--- src/rtl/dih_pkg.sv ---
package dih_pkg;
  typedef struct packed {
    logic valid;
    logic lo_en;
    logic discard;
    logic flag_old;
  } dih_ctl_t;
endpackage

--- src/rtl/dih_vf_match.sv ---
module dih_vf_match #(
  parameter int IDX_W = 5,
  parameter int NSRC  = 2
) (
  input  logic [IDX_W-1:0]      wr_up,
  input  logic [IDX_W-1:0]      wr_lo,
  input  logic [NSRC*IDX_W-1:0] rd_lo,
  output logic                  ww_hit,
  output logic [NSRC-1:0]       rd_hit
);
  logic up_live;

  assign up_live = |wr_up;
  assign ww_hit  = up_live && (wr_up == wr_lo);

  for (genvar i = 0; i < NSRC; i++) begin : g_src
    assign rd_hit[i] = up_live && (rd_lo[i*IDX_W +: IDX_W] == wr_up);
  end
endmodule

--- src/rtl/dih_flag_match.sv ---
module dih_flag_match (
  input  logic up_rd,
  input  logic lo_rd,
  input  logic lo_wr,
  output logic rw_hit,
  output logic rr_hit
);
  assign rw_hit = up_rd && lo_wr;
  assign rr_hit = up_rd && lo_rd;
endmodule

--- src/rtl/dual_issue_hazard.sv ---
module dual_issue_hazard #(
  parameter int IDX_W = 5,
  parameter int NSRC  = 2
) (
  input  logic                  clk,
  input  logic                  rst_n,
  input  logic                  issue_valid,
  input  logic                  imm_flag,
  input  logic [IDX_W-1:0]      up_vf_wr,
  input  logic [IDX_W-1:0]      lo_vf_wr,
  input  logic [NSRC*IDX_W-1:0] lo_vf_rd,
  input  logic                  up_flag_rd,
  input  logic                  lo_flag_rd,
  input  logic                  lo_flag_wr,
  output logic                  q_valid,
  output logic                  q_lo_en,
  output logic                  q_discard,
  output logic [NSRC-1:0]       q_src_old,
  output logic                  q_flag_old
);
  import dih_pkg::*;

  logic            vf_ww, fl_rw, fl_rr;
  logic [NSRC-1:0] vf_rd;
  logic            checked, drop;
  dih_ctl_t        ctl_d, ctl_q;
  logic [NSRC-1:0] src_d, src_q;
  logic            ld_en;

  dih_vf_match #(.IDX_W(IDX_W), .NSRC(NSRC)) u_vf (
    .wr_up  (up_vf_wr),
    .wr_lo  (lo_vf_wr),
    .rd_lo  (lo_vf_rd),
    .ww_hit (vf_ww),
    .rd_hit (vf_rd)
  );

  dih_flag_match u_fl (
    .up_rd  (up_flag_rd),
    .lo_rd  (lo_flag_rd),
    .lo_wr  (lo_flag_wr),
    .rw_hit (fl_rw),
    .rr_hit (fl_rr)
  );

  // Next-state: hazards only count for a valid pair without immediate.
  always_comb begin
    checked          = issue_valid && !imm_flag;
    drop             = checked && (vf_ww || fl_rw);
    ctl_d.valid      = issue_valid;
    ctl_d.discard    = drop;
    ctl_d.lo_en      = checked && !drop;
    ctl_d.flag_old   = checked && !drop && fl_rr;
    src_d            = (checked && !drop) ? vf_rd : '0;
  end

  assign ld_en = issue_valid || ctl_q.valid;

  always_ff @(posedge clk or negedge rst_n) begin
    if (!rst_n) begin
      ctl_q <= '0;
      src_q <= '0;
    end else if (ld_en) begin
      ctl_q <= ctl_d;
      src_q <= src_d;
    end
  end

  assign q_valid    = ctl_q.valid;
  assign q_lo_en    = ctl_q.lo_en;
  assign q_discard  = ctl_q.discard;
  assign q_flag_old = ctl_q.flag_old;
  assign q_src_old  = src_q;
endmodule

--- config.mk ---
export PLATFORM = sky130hd
export DESIGN_NAME = dual_issue_hazard
export DESIGN_NICKNAME = d
export VERILOG_FILES = /design/src/rtl/dih_pkg.sv /design/src/rtl/dih_vf_match.sv /design/src/rtl/dih_flag_match.sv /design/src/rtl/dual_issue_hazard.sv
export SDC_FILE = /design/constraint.sdc
export NUM_CORES = 1
export LEC_CHECK = 0
export BUFFER_PORTS_ARGS = -buffer_cell sky130_fd_sc_hd__buf_2
export CAP_MARGIN = 20
export CORE_MARGIN = 10
export CORE_UTILIZATION = 33
export DETAILED_ROUTE_END_ITERATION = 6
export PLACE_DENSITY = 0.83
export SYNTH_ARGS = -nofsm -noshare
export SYNTH_HDL_FRONTEND = slang
export SYNTH_SLANG_ARGS = --single-unit
--- constraint.sdc ---
create_clock -name clk -period 0.9 [get_ports clk]
set_clock_uncertainty 0.05 [all_clocks]
set_input_delay 0.18 -clock clk [delete_from_list [all_inputs] [get_ports clk]]
set_output_delay 0.18 -clock clk [all_outputs]
set_load 0.1 [all_outputs]
==> results.cfg, run 1 <==
[power_and_ir_drop]
pwr-share-comb_pct = 39.0
p_int_uw = 596
switching_share_pct = 32.5
p_leak_uw = 0.000390
vdd_ir_drop_max_mv = 0.477
p_sw_uw = 287
clockPowerShare_pct = 27.1
pwr_density_cell_nw_per_um2 = 1080
seqPwrFrac_pct = 33.9

[floorplanning]
die_w_um = 56.2
die_area_um2 = 3160
num_rows = 12
core_um2 = 1170
start_util_pct = 37.0
io_pins = 33
die_y_um = 56.2

[global_route]
grt_usage_pct = 8.94
grt-ovfl-total = 0
grt_pass1_wl_mm = 2.28
grt_pass1_vias = 563
grt_max_degree = 7
antenna_found_initial = 0

[synthesis]
synthTopCellsByCount = 13 x xor2_1, 6 x dfrtp_1, 4 x nand2_1
ys_seq_elements = 6
yosysTopAreaCell = dfrtp_1
yosysWarnings = 0
syn_inst = 46
seq_area_frac_synth_pct = 34.7
synth_top_area_share_pct = 34.7
synth_edf_count = 0
syn_avg_cell_area_um2 = 9.41
ys_types = 18
synth_area_um2 = 433
synth_top_flop_cell = dfrtp_1
synth.most_common_cell = xor2_1
yosys-top-cells-area = dfrtp_1 35%, xor2_1 26%, nor4_2 5.8%
async_reset_ff_share_pct = 100
syn_nets = 73

[sta]
maxSlewHeadroom_pct = 85.6
rsz0062_at_grt = yes
period_share_pct = 125
tightestPinTransition_ns = 0.214
max_freq_mhz = 888
finalMaxSlewViolations = 0
setup_slack_ns = -0.226
min_period_ns = 1.13
setup_violations = 11
timing.final.hold_violations = 0
setup_tns_ns = -1.69

[flow_run]
max_cap_viol_count = 0

[setup_path]
worstPathCellList = buf_12
cp_slowest_stage_delay_ns = 0.48
cp_max_fo = 2
cp.depth = 1
slowest_stage = dfrtp_4
critPathArrivalTime_ns = 0.90
crit_type = reg2out
setup.worst_path.start_class = flip-flop
worstPathRequired_ns = 0.67
critical-path-top-delay-family = flip-flops
r2r_cells = 4
critPathBufInv = 1
endpoint_kind = output port

[place]
dp_hpwl_mm = 1.28
dp_slack_ns = -0.273
gp_congestion = 0.671
placed_cell_area_um2 = 762
dpl.cell_count = 97
io_buffers = 32

[layout]
layout-drive-gt1-share_pct = 60.0
final_nets = 119
area_delta_synth_final_pct = 88.7
final_util_pct = 69.8
nFillCells = 88
stdcell_count = 104
diodes = 0
final_cell_area_um2 = 817

[clocking]
cts_sinks = 6
root_buffer = clkbuf_4
cts.clk_slew.worst_paths_ns = 0.04
numCtsBuffers = 3
clock_latency_ns = 0.24
cts_max_level = 1
clockBufferDepth = 2
cts_tree = yes

[drt]
vias = 493
drc = 0
drtIter0Drc = 0
ant_nets = 0
vias_per_cell = 4.74
wl_per_cell_um = 13.2
first_pass_iters = 1
wl_mm = 1.37

[hold_path]
hold_path_class = in2reg
hold_depth = 2

[status]
outcome = complete, but fails checks
violations = negative setup slack
## kinds of logic after synthesis
family / count (synthesis) / synth area share, %
DFF: 6 / 34.7
buffers and inverters: 1 / 0.866
AOI/OAI and AO/OA: 6 / 8.96
and+or+nand+nor: 18 / 25.1
xor gates and xnor gates: 15 / 30.3
## worst paths after layout
check	from	to	slack [ns]
setup / recovery	q_valid	q_valid	-0.23
hold / removal	issue_valid	q_valid	0.14
setup reg to reg	q_valid	q_discard	-0.18
hold reg to reg	q_src_old[0]	q_src_old[0]	0.48
max in group asynchronous	rst_n	q_valid	0.41
min in group asynchronous	rst_n	q_lo_en	0.23
## layer usage
layer	vias up	GRT usage [%]	routed length (um)
li1	246	-	-
met1	216	7.73	519
met2	29	16.2	712
met3	2	4.33	125
met4	0	5.12	14
met5	-	0	0
## state kept, by name, summed over array words and instances, names as in the netlist
name        cells
q_discard       1
q_lo_en         1
q_src_old       2
q_flag_old      1
q_valid         1
## cells in the final DEF (no fill, tap or decap), types with 3 or more instances in the layout
master | synthesis | layout
buf_2 | 0 | 26
xor2_1 | 13 | 13
buf_4 | 0 | 9
buf_12 | 0 | 6
nand2_1 | 4 | 4
dfrtp_2 | 0 | 4
clkbuf_4 | 0 | 3
## per-stage QoR
stage | hold WS (ns) | power, uW
final | 0.136 | 883
after global routing | 0.127 | 950
after CTS | 0.125 | 903
after detailed placement | -0.0432 | 639
after global placement | -0.0497 | 628
after floorplan | -0.166 | 469
## power groups by stage
stage	clock network (uW)	registers, uW	logic [uW]
2_1_floorplan	0	380	88.5
3_3_place_gp	0	304	324
3_5_place_dp	0	305	334
4_1_cts	256	299	348
5_1_grt	282	299	369
6_report	239	299	345
## final cells by class
| cell class | instances | area, um2 | area share [%] |
|---|---|---|---|
| Clock buffer | 3 | 22.5 | 2.76 |
| Sequential cell | 6 | 163 | 19.9 |
| Timing Repair Buffer | 42 | 328 | 40.1 |
| Multi-Input combinational cell | 39 | 287 | 35.1 |
| Tap cell | 14 | 17.5 | 2.14 |
## repair_timing
action | in CTS | in global routing
setup buffers | 2 | 1
pin swaps | 0 | 1
gates resized for setup | 0 | 0
hold buffers | 1 | 0
endpoints found under the hold margin | 6 | 0
endpoints found under the setup margin | 9 | 11
Note: power is estimated with default switching activity, not from simulation.
==> inputs of run 2 (changes only) <==
--- a/config.mk
+++ b/config.mk
@@ -9,7 +9,9 @@
 export CAP_MARGIN = 20
 export CORE_MARGIN = 10
 export CORE_UTILIZATION = 33
+export CTS_CLUSTER_DIAMETER = 40
 export DETAILED_ROUTE_END_ITERATION = 6
+export MAX_ROUTING_LAYER = met4
 export PLACE_DENSITY = 0.83
 export SYNTH_ARGS = -nofsm -noshare
 export SYNTH_HDL_FRONTEND = slang
==> results.cfg, run 2 (same netlist as run 1, synthesis figures left out) <==
[clocking]
clockBufferDepth = 2
root_buffer = clkbuf_4
clock_latency_ns = 0.24
ctsResizeCount = 0
cts_sinks = 6
numCtsBuffers = 3
cts.clk_slew.worst_paths_ns = 0.04
cts_tree = yes
cts_max_level = 1

[global_route]
grt-ovfl-total = 0
grt_usage_pct = 9.17
grt_pass1_wl_mm = 2.28
grt_max_degree = 7
antenna_found_initial = 0
grt_pass1_vias = 563

[floorplanning]
die_w_um = 56.2
core_um2 = 1170
io_pins = 33
num_rows = 12
die_y_um = 56.2
start_util_pct = 37.0
die_area_um2 = 3160

[sta]
max_freq_mhz = 888
setup_violations = 11
timing.final.hold_violations = 0
maxSlewHeadroom_pct = 85.6
min_period_ns = 1.13
tightestPinTransition_ns = 0.214
setup_slack_ns = -0.226
finalMaxSlewViolations = 0
rsz0062_at_grt = yes
period_share_pct = 125

[drt]
topRoutingLayerUsed = met4
dr_wl_met2_um = 713
ant_nets = 0
first_pass_iters = 1
drc = 0
wl_per_cell_um = 13.2
wl_met3_um = 88
wl_mm = 1.37
drtIter0Drc = 0
vias = 494
vias_per_cell = 4.75
wl_met1_um = 556

[status]
violations = negative setup slack
outcome = complete, but fails checks

[place]
dp_hpwl_mm = 1.28
io_buffers = 32
dpl.cell_count = 97
gp_congestion = 0.677

[layout]
mostFrequentLayoutCell = buf_2
largest_register_ffs = 2
multiInputGateArea_um2 = 287
layout-drive-gt1-share_pct = 60.0
diodes = 0
nFillCells = 88
stdcell_count = 104
mostFrequentLayoutCells = 26 x buf_2, 13 x xor2_1, 9 x buf_4, 6 x buf_12
final_nets = 119
final-seq-area_um2 = 163
area_delta_synth_final_pct = 88.7

[power_and_ir_drop]
p_int_uw = 596
p_leak_uw = 0.000390
p_total_uw = 883
pwr-share-comb_pct = 39.0
pwr_density_cell_nw_per_um2 = 1080
p_sw_uw = 287
seqPwrFrac_pct = 33.9
clockPowerShare_pct = 27.1
switching_share_pct = 32.5
vdd_ir_drop_max_mv = 0.477

[setup_path]
critPathArrivalTime_ns = 0.90
critPathBufInv = 1
critical-path-top-delay-family = flip-flops
worstPathCellList = buf_12
cp_slowest_stage_delay_ns = 0.48
worstPathRequired_ns = 0.67
slowest_stage = dfrtp_4
cp_max_fo = 2
endpoint_kind = output port
crit_type = reg2out
setup.worst_path.start_class = flip-flop

[flow_run]
max_cap_viol_count = 0

[hold_path]
hold_path_class = in2reg
run 2: cell counts in the layout (fill, tap and decap cells not counted):
No cell type changed its count.
run 2: layer usage:
layer | global-route usage [%] | vias to the layer above
met5 | - | -
met4 | 5.12 | 0
met3 | 3.42 | 2
met2 | 16.2 | 29
met1 | 8.23 | 217
li1 | - | 246
run 2: path summary, 6_finish.rpt:
path | start | to | slack [ns] | cells after the start
max in group asynchronous | rst_n | q_valid | 0.41 | 2
min | issue_valid | q_valid | 0.14 | 2
min reg2reg | q_src_old[0] | q_src_old[0] | 0.48 | 2
min in group asynchronous | rst_n | q_lo_en | 0.23 | 2
max | q_valid | q_valid | -0.23 | 1
max reg2reg | q_valid | q_discard | -0.18 | 4
run 2: area by class of cell:
| class | count | area share [%] |
|---|---|---|
| timing repair buffer | 42 | 40.1 |
| multi-input combinational | 39 | 35.1 |
| tap | 14 | 2.14 |
| sequential | 6 | 19.9 |
| clock buffer | 3 | 2.76 |
run 2: worst reg2reg max path, stage by stage, from the launching register on:
cell     delay, ns
dfrtp_4       0.48
buf_4         0.15
nor2_4        0.12
a21oi_1       0.08
a31oi_1       0.13
run 2: power by group through the flow:
stage	sequential, uW	combinational (uW)	clock [uW]
5_1_grt	299	369	282
6_report	299	345	239
4_1_cts	299	348	256
3_5_place_dp	305	334	0
3_3_place_gp	304	324	0
2_1_floorplan	380	88.5	0
run 2: through the flow:
stage / TNS (ns) / util (%) / cell area, um2 / hold WS (ns) / setup WS (ns)
2_1_floorplan: -0.777 / - / 453 / -0.166 / -0.206
3_3_place_gp: -1.06 / 65.1 / 762 / -0.0497 / -0.225
3_5_place_dp: -1.30 / 65.1 / 762 / -0.0432 / -0.273
4_1_cts: -1.82 / 69.1 / 810 / 0.125 / -0.240
5_1_grt: -2.08 / 69.8 / 817 / 0.127 / -0.259
6_report: -1.69 / 69.8 / 817 / 0.136 / -0.226
run 2: timing repair:
item	in CTS	in global routing
setup buffers	2	1
pin swaps	0	1
endpoints found under the setup margin	9	11
hold buffers	1	0
endpoints found under the hold margin	6	0
